File: src/rtl/gp_timer_pkg.sv
package gp_timer_pkg;

    localparam int BUS_W  = 16;
    localparam int PS_W   = 8;
    localparam int DIV_W  = 4;
    localparam int ADDR_W = 3;

    localparam logic [ADDR_W-1:0] A_MODE = 3'd0;
    localparam logic [ADDR_W-1:0] A_CMP  = 3'd1;
    localparam logic [ADDR_W-1:0] A_CAP  = 3'd2;
    localparam logic [ADDR_W-1:0] A_CNT  = 3'd3;
    localparam logic [ADDR_W-1:0] A_EVT  = 3'd4;

    localparam int EV_CAP = 0;
    localparam int EV_CMP = 1;
    localparam int EV_W   = 2;

    typedef enum logic [1:0] {
        SRC_STOP = 2'b00,
        SRC_SYS  = 2'b01,
        SRC_DIV  = 2'b10,
        SRC_EXT  = 2'b11
    } src_sel_e;

    typedef enum logic [1:0] {
        EDGE_OFF  = 2'b00,
        EDGE_RISE = 2'b01,
        EDGE_FALL = 2'b10,
        EDGE_BOTH = 2'b11
    } cap_edge_e;

    // Field order is the software-visible bit layout, MSB first.
    typedef struct packed {
        logic [PS_W-1:0] ps;
        cap_edge_e       cap_sel;
        logic            toggle;
        logic            ref_ie;
        logic            restart;
        src_sel_e        src;
        logic            run;
    } mode_t;

    function automatic logic cap_fire(cap_edge_e sel, logic lvl, logic prev);
        logic rise;
        logic fall;
        rise = lvl & ~prev;
        fall = ~lvl & prev;
        case (sel)
            EDGE_RISE: return rise;
            EDGE_FALL: return fall;
            EDGE_BOTH: return rise | fall;
            default:   return 1'b0;
        endcase
    endfunction

endpackage

File: src/rtl/gp_timer_sync.sv
module gp_timer_sync #(
    parameter int STAGES = 2
) (
    input  logic clk,
    input  logic rst,
    input  logic d,
    output logic lvl,
    output logic prev
);
    // STAGES synchronizer flops followed by one history flop for edge detection
    logic [STAGES:0] sh_q;

    always_ff @(posedge clk) begin
        if (rst) sh_q <= '0;
        else     sh_q <= {sh_q[STAGES-1:0], d};
    end

    assign lvl  = sh_q[STAGES-1];
    assign prev = sh_q[STAGES];
endmodule

File: src/rtl/gp_timer_tickgen.sv
module gp_timer_tickgen
    import gp_timer_pkg::*;
#(
    parameter int PRE_W = PS_W,
    parameter int DV_W  = DIV_W
) (
    input  logic             clk,
    input  logic             rst,
    input  logic             run,
    input  src_sel_e         src,
    input  logic [PRE_W-1:0] ps,
    input  logic             ext_rise,
    output logic             tick
);
    logic [DV_W-1:0]  div_q;
    logic [PRE_W-1:0] pre_q;
    logic             src_tick;

    always_comb begin
        case (src)
            SRC_SYS: src_tick = run;
            SRC_DIV: src_tick = run & (div_q == '1);
            SRC_EXT: src_tick = run & ext_rise;
            default: src_tick = 1'b0;
        endcase
    end

    assign tick = src_tick && (pre_q == ps);

    always_ff @(posedge clk) begin
        if (rst || !run) begin
            div_q <= '0;
            pre_q <= '0;
        end else begin
            div_q <= div_q + 1'b1;
            if (src_tick) pre_q <= (pre_q == ps) ? '0 : pre_q + 1'b1;
        end
    end

    AST_STOP_NO_TICK: assert property (@(posedge clk) disable iff (rst)
        (src == SRC_STOP) |-> !tick);
    AST_PRE_WRAP: assert property (@(posedge clk) disable iff (rst)
        (src_tick && pre_q == ps) |=> (pre_q == '0));
    AST_HALT_CLEAR: assert property (@(posedge clk) disable iff (rst)
        !run |=> (pre_q == '0 && div_q == '0));
endmodule

File: src/rtl/gp_timer_counter.sv
module gp_timer_counter #(
    parameter int CNT_W = 16
) (
    input  logic             clk,
    input  logic             rst,
    input  logic             run,
    input  logic             tick,
    input  logic             restart,
    input  logic             toggle,
    input  logic [CNT_W-1:0] cmp_val,
    output logic [CNT_W-1:0] cnt_q,
    output logic             match,
    output logic             out_q
);
    assign match = tick && (cnt_q == cmp_val);

    always_ff @(posedge clk) begin
        if (rst || !run) begin
            cnt_q <= '0;
            out_q <= 1'b1;
        end else if (match) begin
            cnt_q <= restart ? '0 : cnt_q + 1'b1;
            out_q <= toggle ? ~out_q : 1'b0;
        end else if (tick) begin
            cnt_q <= cnt_q + 1'b1;
            if (!toggle) out_q <= 1'b1;
        end
    end

    AST_RESTART_ZERO: assert property (@(posedge clk) disable iff (rst)
        (run && match && restart) |=> (cnt_q == '0));
    AST_HOLD_IDLE: assert property (@(posedge clk) disable iff (rst)
        !run |=> (cnt_q == '0 && out_q));
    AST_PULSE_LOW: assert property (@(posedge clk) disable iff (rst)
        (run && match && !toggle) |=> !out_q);
    AST_TOGGLE_FLIP: assert property (@(posedge clk) disable iff (rst)
        (run && match && toggle) |=> (out_q != $past(out_q)));
    AST_NO_TICK_HOLD: assert property (@(posedge clk) disable iff (rst)
        (run && !tick) |=> $stable(cnt_q));
endmodule

File: src/rtl/gp_timer_capture.sv
module gp_timer_capture
    import gp_timer_pkg::*;
#(
    parameter int CNT_W = 16
) (
    input  logic             clk,
    input  logic             rst,
    input  cap_edge_e        cap_sel,
    input  logic             lvl,
    input  logic             prev,
    input  logic [CNT_W-1:0] cnt,
    output logic [CNT_W-1:0] cap_q,
    output logic             hit
);
    assign hit = cap_fire(cap_sel, lvl, prev);

    always_ff @(posedge clk) begin
        if (rst)      cap_q <= '0;
        else if (hit) cap_q <= cnt;
    end

    AST_CAP_OFF: assert property (@(posedge clk) disable iff (rst)
        (cap_sel == EDGE_OFF) |=> $stable(cap_q));
    AST_CAP_LOAD: assert property (@(posedge clk) disable iff (rst)
        hit |=> (cap_q == $past(cnt)));
endmodule

File: src/rtl/gp_timer.sv
module gp_timer
    import gp_timer_pkg::*;
#(
    parameter int CNT_W       = 16,
    parameter int SYNC_STAGES = 2
) (
    input  logic              clk,
    input  logic              rst,
    input  logic              bus_wr,
    input  logic [ADDR_W-1:0] bus_addr,
    input  logic [BUS_W-1:0]  bus_wdata,
    output logic [BUS_W-1:0]  bus_rdata,
    input  logic              ext_clk,
    input  logic              cap_in,
    output logic              tmr_out,
    output logic              irq
);
    mode_t            mode_q;
    logic [CNT_W-1:0] cmp_q;
    logic [EV_W-1:0]  ev_q;
    logic [EV_W-1:0]  ev_set;
    logic [EV_W-1:0]  ev_clr;
    logic [CNT_W-1:0] cnt_q;
    logic [CNT_W-1:0] cap_q;
    logic             ext_lvl, ext_prev;
    logic             cap_lvl, cap_prev;
    logic             tick, match, cap_hit, out_q;

    // configuration registers
    always_ff @(posedge clk) begin
        if (rst) begin
            mode_q <= '0;
            cmp_q  <= '0;
        end else if (bus_wr) begin
            if (bus_addr == A_MODE) mode_q <= mode_t'(bus_wdata);
            if (bus_addr == A_CMP)  cmp_q  <= CNT_W'(bus_wdata);
        end
    end

    gp_timer_sync #(.STAGES(SYNC_STAGES)) u_ext_sync (
        .clk(clk), .rst(rst), .d(ext_clk), .lvl(ext_lvl), .prev(ext_prev)
    );

    gp_timer_sync #(.STAGES(SYNC_STAGES)) u_cap_sync (
        .clk(clk), .rst(rst), .d(cap_in), .lvl(cap_lvl), .prev(cap_prev)
    );

    gp_timer_tickgen #(.PRE_W(PS_W), .DV_W(DIV_W)) u_tickgen (
        .clk(clk), .rst(rst), .run(mode_q.run), .src(mode_q.src),
        .ps(mode_q.ps), .ext_rise(ext_lvl & ~ext_prev), .tick(tick)
    );

    gp_timer_counter #(.CNT_W(CNT_W)) u_counter (
        .clk(clk), .rst(rst), .run(mode_q.run), .tick(tick),
        .restart(mode_q.restart), .toggle(mode_q.toggle), .cmp_val(cmp_q),
        .cnt_q(cnt_q), .match(match), .out_q(out_q)
    );

    gp_timer_capture #(.CNT_W(CNT_W)) u_capture (
        .clk(clk), .rst(rst), .cap_sel(mode_q.cap_sel), .lvl(cap_lvl),
        .prev(cap_prev), .cnt(cnt_q), .cap_q(cap_q), .hit(cap_hit)
    );

    // sticky event flags: set wins over a same-cycle write-one-to-clear
    always_comb begin
        ev_set         = '0;
        ev_set[EV_CAP] = cap_hit;
        ev_set[EV_CMP] = match;
        ev_clr         = (bus_wr && bus_addr == A_EVT) ? bus_wdata[EV_W-1:0] : '0;
    end

    always_ff @(posedge clk) begin
        if (rst) ev_q <= '0;
        else     ev_q <= (ev_q & ~ev_clr) | ev_set;
    end

    always_comb begin
        case (bus_addr)
            A_MODE:  bus_rdata = BUS_W'(mode_q);
            A_CMP:   bus_rdata = BUS_W'(cmp_q);
            A_CAP:   bus_rdata = BUS_W'(cap_q);
            A_CNT:   bus_rdata = BUS_W'(cnt_q);
            A_EVT:   bus_rdata = BUS_W'(ev_q);
            default: bus_rdata = '0;
        endcase
    end

    assign tmr_out = out_q;
    assign irq     = (ev_q[EV_CMP] & mode_q.ref_ie)
                   | (ev_q[EV_CAP] & (mode_q.cap_sel != EDGE_OFF));

    AST_EV_STICKY: assert property (@(posedge clk) disable iff (rst)
        (ev_q[EV_CMP] && !(bus_wr && bus_addr == A_EVT && bus_wdata[EV_CMP]))
        |=> ev_q[EV_CMP]);
    AST_EV_W1C: assert property (@(posedge clk) disable iff (rst)
        (bus_wr && bus_addr == A_EVT && bus_wdata[EV_CAP] && !cap_hit)
        |=> !ev_q[EV_CAP]);
    AST_IRQ_SOURCE: assert property (@(posedge clk) disable iff (rst)
        irq |-> (ev_q != '0));
    AST_CNT_READONLY: assert property (@(posedge clk) disable iff (rst)
        (bus_wr && bus_addr == A_CNT && !mode_q.run) |=> (cnt_q == '0));
endmodule

File: config.mk
export PLATFORM = sky130hd
export DESIGN_NAME = gp_timer
export DESIGN_NICKNAME = d
export VERILOG_FILES = /design/src/rtl/gp_timer_pkg.sv /design/src/rtl/gp_timer_sync.sv /design/src/rtl/gp_timer_tickgen.sv /design/src/rtl/gp_timer_counter.sv /design/src/rtl/gp_timer_capture.sv /design/src/rtl/gp_timer.sv
export SDC_FILE = /design/constraint.sdc
export NUM_CORES = 1
export LEC_CHECK = 0
export CAP_MARGIN = 40
export CORE_MARGIN = 2
export CORE_UTILIZATION = 50
export DETAILED_ROUTE_END_ITERATION = 8
export MAX_ROUTING_LAYER = met4
export PLACE_DENSITY_LB_ADDON = 0.3
export SKIP_CTS_REPAIR_TIMING = 1
export SLEW_MARGIN = 20
export SYNTH_ARGS = -nofsm -noshare
export SYNTH_HDL_FRONTEND = slang
export SYNTH_SLANG_ARGS = --single-unit
File: constraint.sdc
create_clock -name clk -period 1.85 [get_ports clk]
set_input_delay 0.2775 -clock clk [delete_from_list [all_inputs] [get_ports clk]]
set_output_delay 0.2775 -clock clk [all_outputs]
set_load 0.005 [all_outputs]
==> reports/metrics.json <==
{
  "run_status": {"value": "finished, violations left"},
  "failing_checks": {"value": "negative setup slack"},
  "synth-edff-count": {"value": 0},
  "synthDistinctLibCells": {"value": 45},
  "maxClockFrequency": {"value": 484, "unit": "MHz"},
  "max-clock-path-buffers": {"value": 2},
  "whs_path_depth": {"value": 3},
  "shortest_period_the_worst_path_allows": {"value": 2.07, "unit": "ns"},
  "drive_gt1_share": {"value": 32.8, "unit": "%"},
  "asyncSetResetFlopFracSynth": {"value": 0, "unit": "%"},
  "boundaryPins": {"value": 42},
  "cts.reportedPaths.clkPinSlew": {"value": 0.09, "unit": "ns"},
  "m1WireLength": {"value": 5.18, "unit": "mm"},
  "worst_min_delay_path_endpoint": {"value": "u_tickgen.div_q[1]"},
  "final.hold.worst_slack": {"value": 0.345, "unit": "ns"},
  "timing.hold.worst.class": {"value": "input port to flip-flop"},
  "min-delay-start": {"value": "rst"},
  "met2WireLength": {"value": 6.23, "unit": "mm"},
  "timing.critical_path.buf_inv": {"value": 1},
  "leakage": {"value": 0.00254, "unit": "µW"},
  "synth_simple_gate_area_share": {"value": 21.4, "unit": "%"},
  "post_synth_inst_count": {"value": 469},
  "synth_top_family_by_area": {"value": "simple AND/OR/NAND/NOR gates"},
  "ir_drop": {"value": 406, "unit": "µV"},
  "timing.final.setup_violations": {"value": 18},
  "r2r_start": {"value": "u_tickgen.div_q[0]"},
  "synth.cell_area": {"value": 0.00422, "unit": "mm²"},
  "drtIter0Drc": {"value": 347},
  "syn-num-nets": {"value": 498},
  "synth-compound-area-share": {"value": 13.4, "unit": "%"},
  "detail_route.vias_per_cell": {"value": 5.83},
  "grt_max_degree": {"value": 58},
  "synth.avg_cell_area": {"value": 9.01, "unit": "µm²"},
  "crit_path_start_kind": {"value": "flip-flop"},
  "placementRows": {"value": 33},
  "timing.critical_path.slowest_cell_delay": {"value": 0.48, "unit": "ns"},
  "worst-endpoint-required": {"value": 1.57, "unit": "ns"},
  "synth_seq_cells": {"value": 85},
  "hold_violations": {"value": 0},
  "area_growth_syn_to_layout": {"value": 38.5, "unit": "%"},
  "yosys-mux-area-fraction": {"value": 12.2, "unit": "%"},
  "finalWeightedCongestion": {"value": 0.848},
  "design.die.area": {"value": 0.00920, "unit": "mm²"},
  "unrepaired_setup_endpoints_after_global_routing": {"value": "true"},
  "synth.yosys.seq_area_share": {"value": 40.3, "unit": "%"},
  "crit_arrival": {"value": 1.79, "unit": "ns"},
  "ys_warn_count": {"value": 0},
  "detailedPlacementHpwl": {"value": 7.96, "unit": "mm"},
  "min_period_over_period": {"value": 112, "unit": "%"},
  "routed-via-count": {"value": 4013},
  "reg2reg_depth": {"value": 8},
  "fin_nets": {"value": 609},
  "top_layer_used": {"value": "met4"},
  "worst_r2r_endpoint": {"value": "u_counter.cnt_q[15]"},
  "worstSetupEndpointType": {"value": "output pin"},
  "gr-usage-all-layers": {"value": 26.5, "unit": "%"},
  "number_of_global_route_vias_before_repair": {"value": 3639},
  "synth-adder-area-share": {"value": 1.48, "unit": "%"},
  "max_slew_margin": {"value": 58.1, "unit": "%"},
  "dominant_delay_contributor_by_cell_family_on_the_critical_path": {"value": "multiplexers"},
  "initial_core_util": {"value": 51.4, "unit": "%"},
  "global_route.overflow_total": {"value": 0},
  "cap_violations": {"value": 0},
  "cts-root-buf": {"value": "sky130_fd_sc_hd__clkbuf_8"},
  "place_inst": {"value": 654},
  "drt_pre_antenna_iters": {"value": 5},
  "max_h_tree_level": {"value": 3},
  "worstSetupStartpoint": {"value": "cmp_q[15]"},
  "numPortBuffers": {"value": 41},
  "skew": {"value": 0.00913, "unit": "ns"},
  "power_per_cell_area": {"value": 666, "unit": "mW/mm²"},
  "fp.coreArea": {"value": 0.00822, "unit": "mm²"},
  "synth_ff_type": {"value": "sky130_fd_sc_hd__dfxtp_1"},
  "worstSkewPairLatency": {"value": 0.36, "unit": "ns"},
  "worst_pin_slew": {"value": 0.629, "unit": "ns"},
  "routed_wl": {"value": 12.8, "unit": "mm"},
  "cts_num_sinks": {"value": 85},
  "grt_pass1_wl": {"value": 18.0, "unit": "mm"},
  "worst-setup-path-type": {"value": "flip-flop to output pin"},
  "crit_path_cell_trace": {"value": "mux4_2 > nor2b_1 > clkdlybuf4s50_1"},
  "route.detailed.wl_per_inst": {"value": 18.6, "unit": "µm"},
  "critical_path_peak_fanout": {"value": 3},
  "n_antenna_cell": {"value": 0},
  "wl_met3": {"value": 1.03, "unit": "mm"},
  "dp_slack": {"value": -0.498, "unit": "ns"},
  "antenna_found_initial": {"value": 0},
  "setup_slack_of_the_most_critical_reg_to_reg_path": {"value": -0.13, "unit": "ns"},
  "synth-xor-area-share": {"value": 6.64, "unit": "%"},
  "post-layout-total-power": {"value": 3900, "unit": "µW"},
  "drcViolationCount": {"value": 0},
  "cts_buffers": {"value": 9},
  "fin_max_slew_vios": {"value": 0},
  "stdcell_count": {"value": 688},
  "final.fill_count": {"value": 579},
  "chipWidth": {"value": 95.9, "unit": "µm"},
  "tritoncts": {"value": "yes"},
  "die_ht": {"value": 95.9, "unit": "µm"},
  "antenna_violating_nets_remaining": {"value": 0},
  "setup_ws": {"value": -0.216, "unit": "ns"},
  "timing.critical_path.slowest_stage_cell": {"value": "sky130_fd_sc_hd__mux4_2"}
}
cell usage after synthesis, types with 2 or more instances:
master,n,area share (%)
sky130_fd_sc_hd__dfxtp_1,85,40
sky130_fd_sc_hd__nand2b_1,3,0.44
sky130_fd_sc_hd__ha_1,5,1.5
sky130_fd_sc_hd__and3_1,2,0.30
sky130_fd_sc_hd__inv_1,9,0.80
sky130_fd_sc_hd__o2111ai_1,6,1.2
sky130_fd_sc_hd__buf_2,4,0.47
sky130_fd_sc_hd__or4_1,6,1.1
sky130_fd_sc_hd__nor2b_1,20,3.0
sky130_fd_sc_hd__mux4_2,14,7.5
sky130_fd_sc_hd__xor2_1,31,6.4
sky130_fd_sc_hd__or3_1,10,1.5
sky130_fd_sc_hd__clkbuf_8,2,0.65
sky130_fd_sc_hd__buf_1,2,0.18
sky130_fd_sc_hd__a21oi_1,50,5.9
sky130_fd_sc_hd__o21a_1,2,0.36
sky130_fd_sc_hd__and2_1,3,0.44
sky130_fd_sc_hd__nor4_1,4,0.59
sky130_fd_sc_hd__nand2_1,79,7.0
sky130_fd_sc_hd__nor2_1,35,3.1
sky130_fd_sc_hd__nor4_4,2,1.0
sky130_fd_sc_hd__nand3_1,8,0.95
sky130_fd_sc_hd__nand4_1,4,0.59
sky130_fd_sc_hd__and3_2,2,0.36
sky130_fd_sc_hd__mux2i_1,20,4.7
sky130_fd_sc_hd__buf_6,2,0.53
sky130_fd_sc_hd__nand3b_1,2,0.36
sky130_fd_sc_hd__a2bb2oi_1,2,0.41
sky130_fd_sc_hd__clkbuf_1,17,1.5
sky130_fd_sc_hd__o21ai_0,16,1.9
sky130_fd_sc_hd__o31ai_1,8,1.4
worst max-delay path by stage:
stage,end,depth (start not counted)
finish,bus_rdata[15],3
global route,bus_rdata[15],3
CTS,bus_rdata[6],5
detailed placement,bus_rdata[10],5
global placement,bus_rdata[6],5
floorplan,u_counter.cnt_q[15],7
area by class of cell:
cell class / count / area, µm² / area share (%)
Sequential cell: 85 / 1750 / 29.9
Tap cell: 105 / 131 / 2.25
Multi-Input combinational cell: 348 / 2550 / 43.5
Clock buffer: 9 / 124 / 2.12
Timing Repair Buffer: 127 / 1140 / 19.5
Inverter: 9 / 33.8 / 0.577
Clock inverter: 5 / 125 / 2.14
tightest hold or removal path: cells and delay by family:
family,cells,cell delay (ns)
buffers and inverters,1,0.09
and+or+nand+nor,2,0.29
cell families after synthesis:
family,count (synthesis)
AOI/OAI and AO/OA,91
muxes,34
buffers and inverters,38
DFF,85
xor gates and xnor gates,32
adders and majority gates,5
and+or+nand+nor,184
where the power goes:
| group | internal, µW | leakage (µW) | switching (µW) |
|---|---|---|---|
| registers | 1840 | 0.000702 | 17.1 |
| clock network | 1020 | 0.000125 | 671 |
| logic | 180 | 0.00171 | 174 |
| total | 3040 | 0.00254 | 862 |
metal layers:
metal / GRT usage [%] / vias to the layer above
met3: 5.32 / 28
met4: 8.33 / 0
li1: - / 1865
met5: - / -
met1: 33.3 / 1934
met2: 43.0 / 186
metrics by stage:
step / cell area [µm²] / utilization (%) / TNS (ns)
2_1_floorplan: 4240 / - / -0.0553
3_3_place_gp: 5170 / 62.9 / -12.89
3_5_place_dp: 5170 / 62.9 / -14.46
4_1_cts: 5420 / 65.9 / -9.97
5_1_grt: 5850 / 71.2 / -2.68
6_report: 5850 / 71.2 / -1.38
flip-flops by register name (all words and copies together) (netlist names):
signal	count
u_capture.cap_q	16
u_counter.cnt_q	16
mode_q	16
cmp_q	16
u_ext_sync.sh_q	3
u_counter.out_q	1
u_tickgen.div_q	4
u_tickgen.pre_q	8
ev_q	2
u_cap_sync.sh_q	3
layout by cell type, fill, tap and decap left out, types with 5 or more instances in the layout:
master and n:
sky130_fd_sc_hd__o21ai_0 6, sky130_fd_sc_hd__clkdlybuf4s50_1 23, sky130_fd_sc_hd__nor2b_1 16, sky130_fd_sc_hd__nor2_1 35
sky130_fd_sc_hd__xor2_1 31, sky130_fd_sc_hd__dfxtp_1 59, sky130_fd_sc_hd__o21ai_1 10, sky130_fd_sc_hd__nand2_1 78
sky130_fd_sc_hd__a21oi_1 39, sky130_fd_sc_hd__buf_4 72, sky130_fd_sc_hd__clkbuf_2 6, sky130_fd_sc_hd__dfxtp_4 6
sky130_fd_sc_hd__a21oi_2 11, sky130_fd_sc_hd__dfxtp_2 20, sky130_fd_sc_hd__o31ai_1 6, sky130_fd_sc_hd__inv_1 9
sky130_fd_sc_hd__clkbuf_8 9, sky130_fd_sc_hd__or3_1 8, sky130_fd_sc_hd__o2111ai_1 6, sky130_fd_sc_hd__mux2i_1 20
sky130_fd_sc_hd__dlymetal6s2s_1 10, sky130_fd_sc_hd__mux4_2 14, sky130_fd_sc_hd__or4_4 5, sky130_fd_sc_hd__nand3_1 8
sky130_fd_sc_hd__buf_6 8
(Power assumes the default switching activity.)
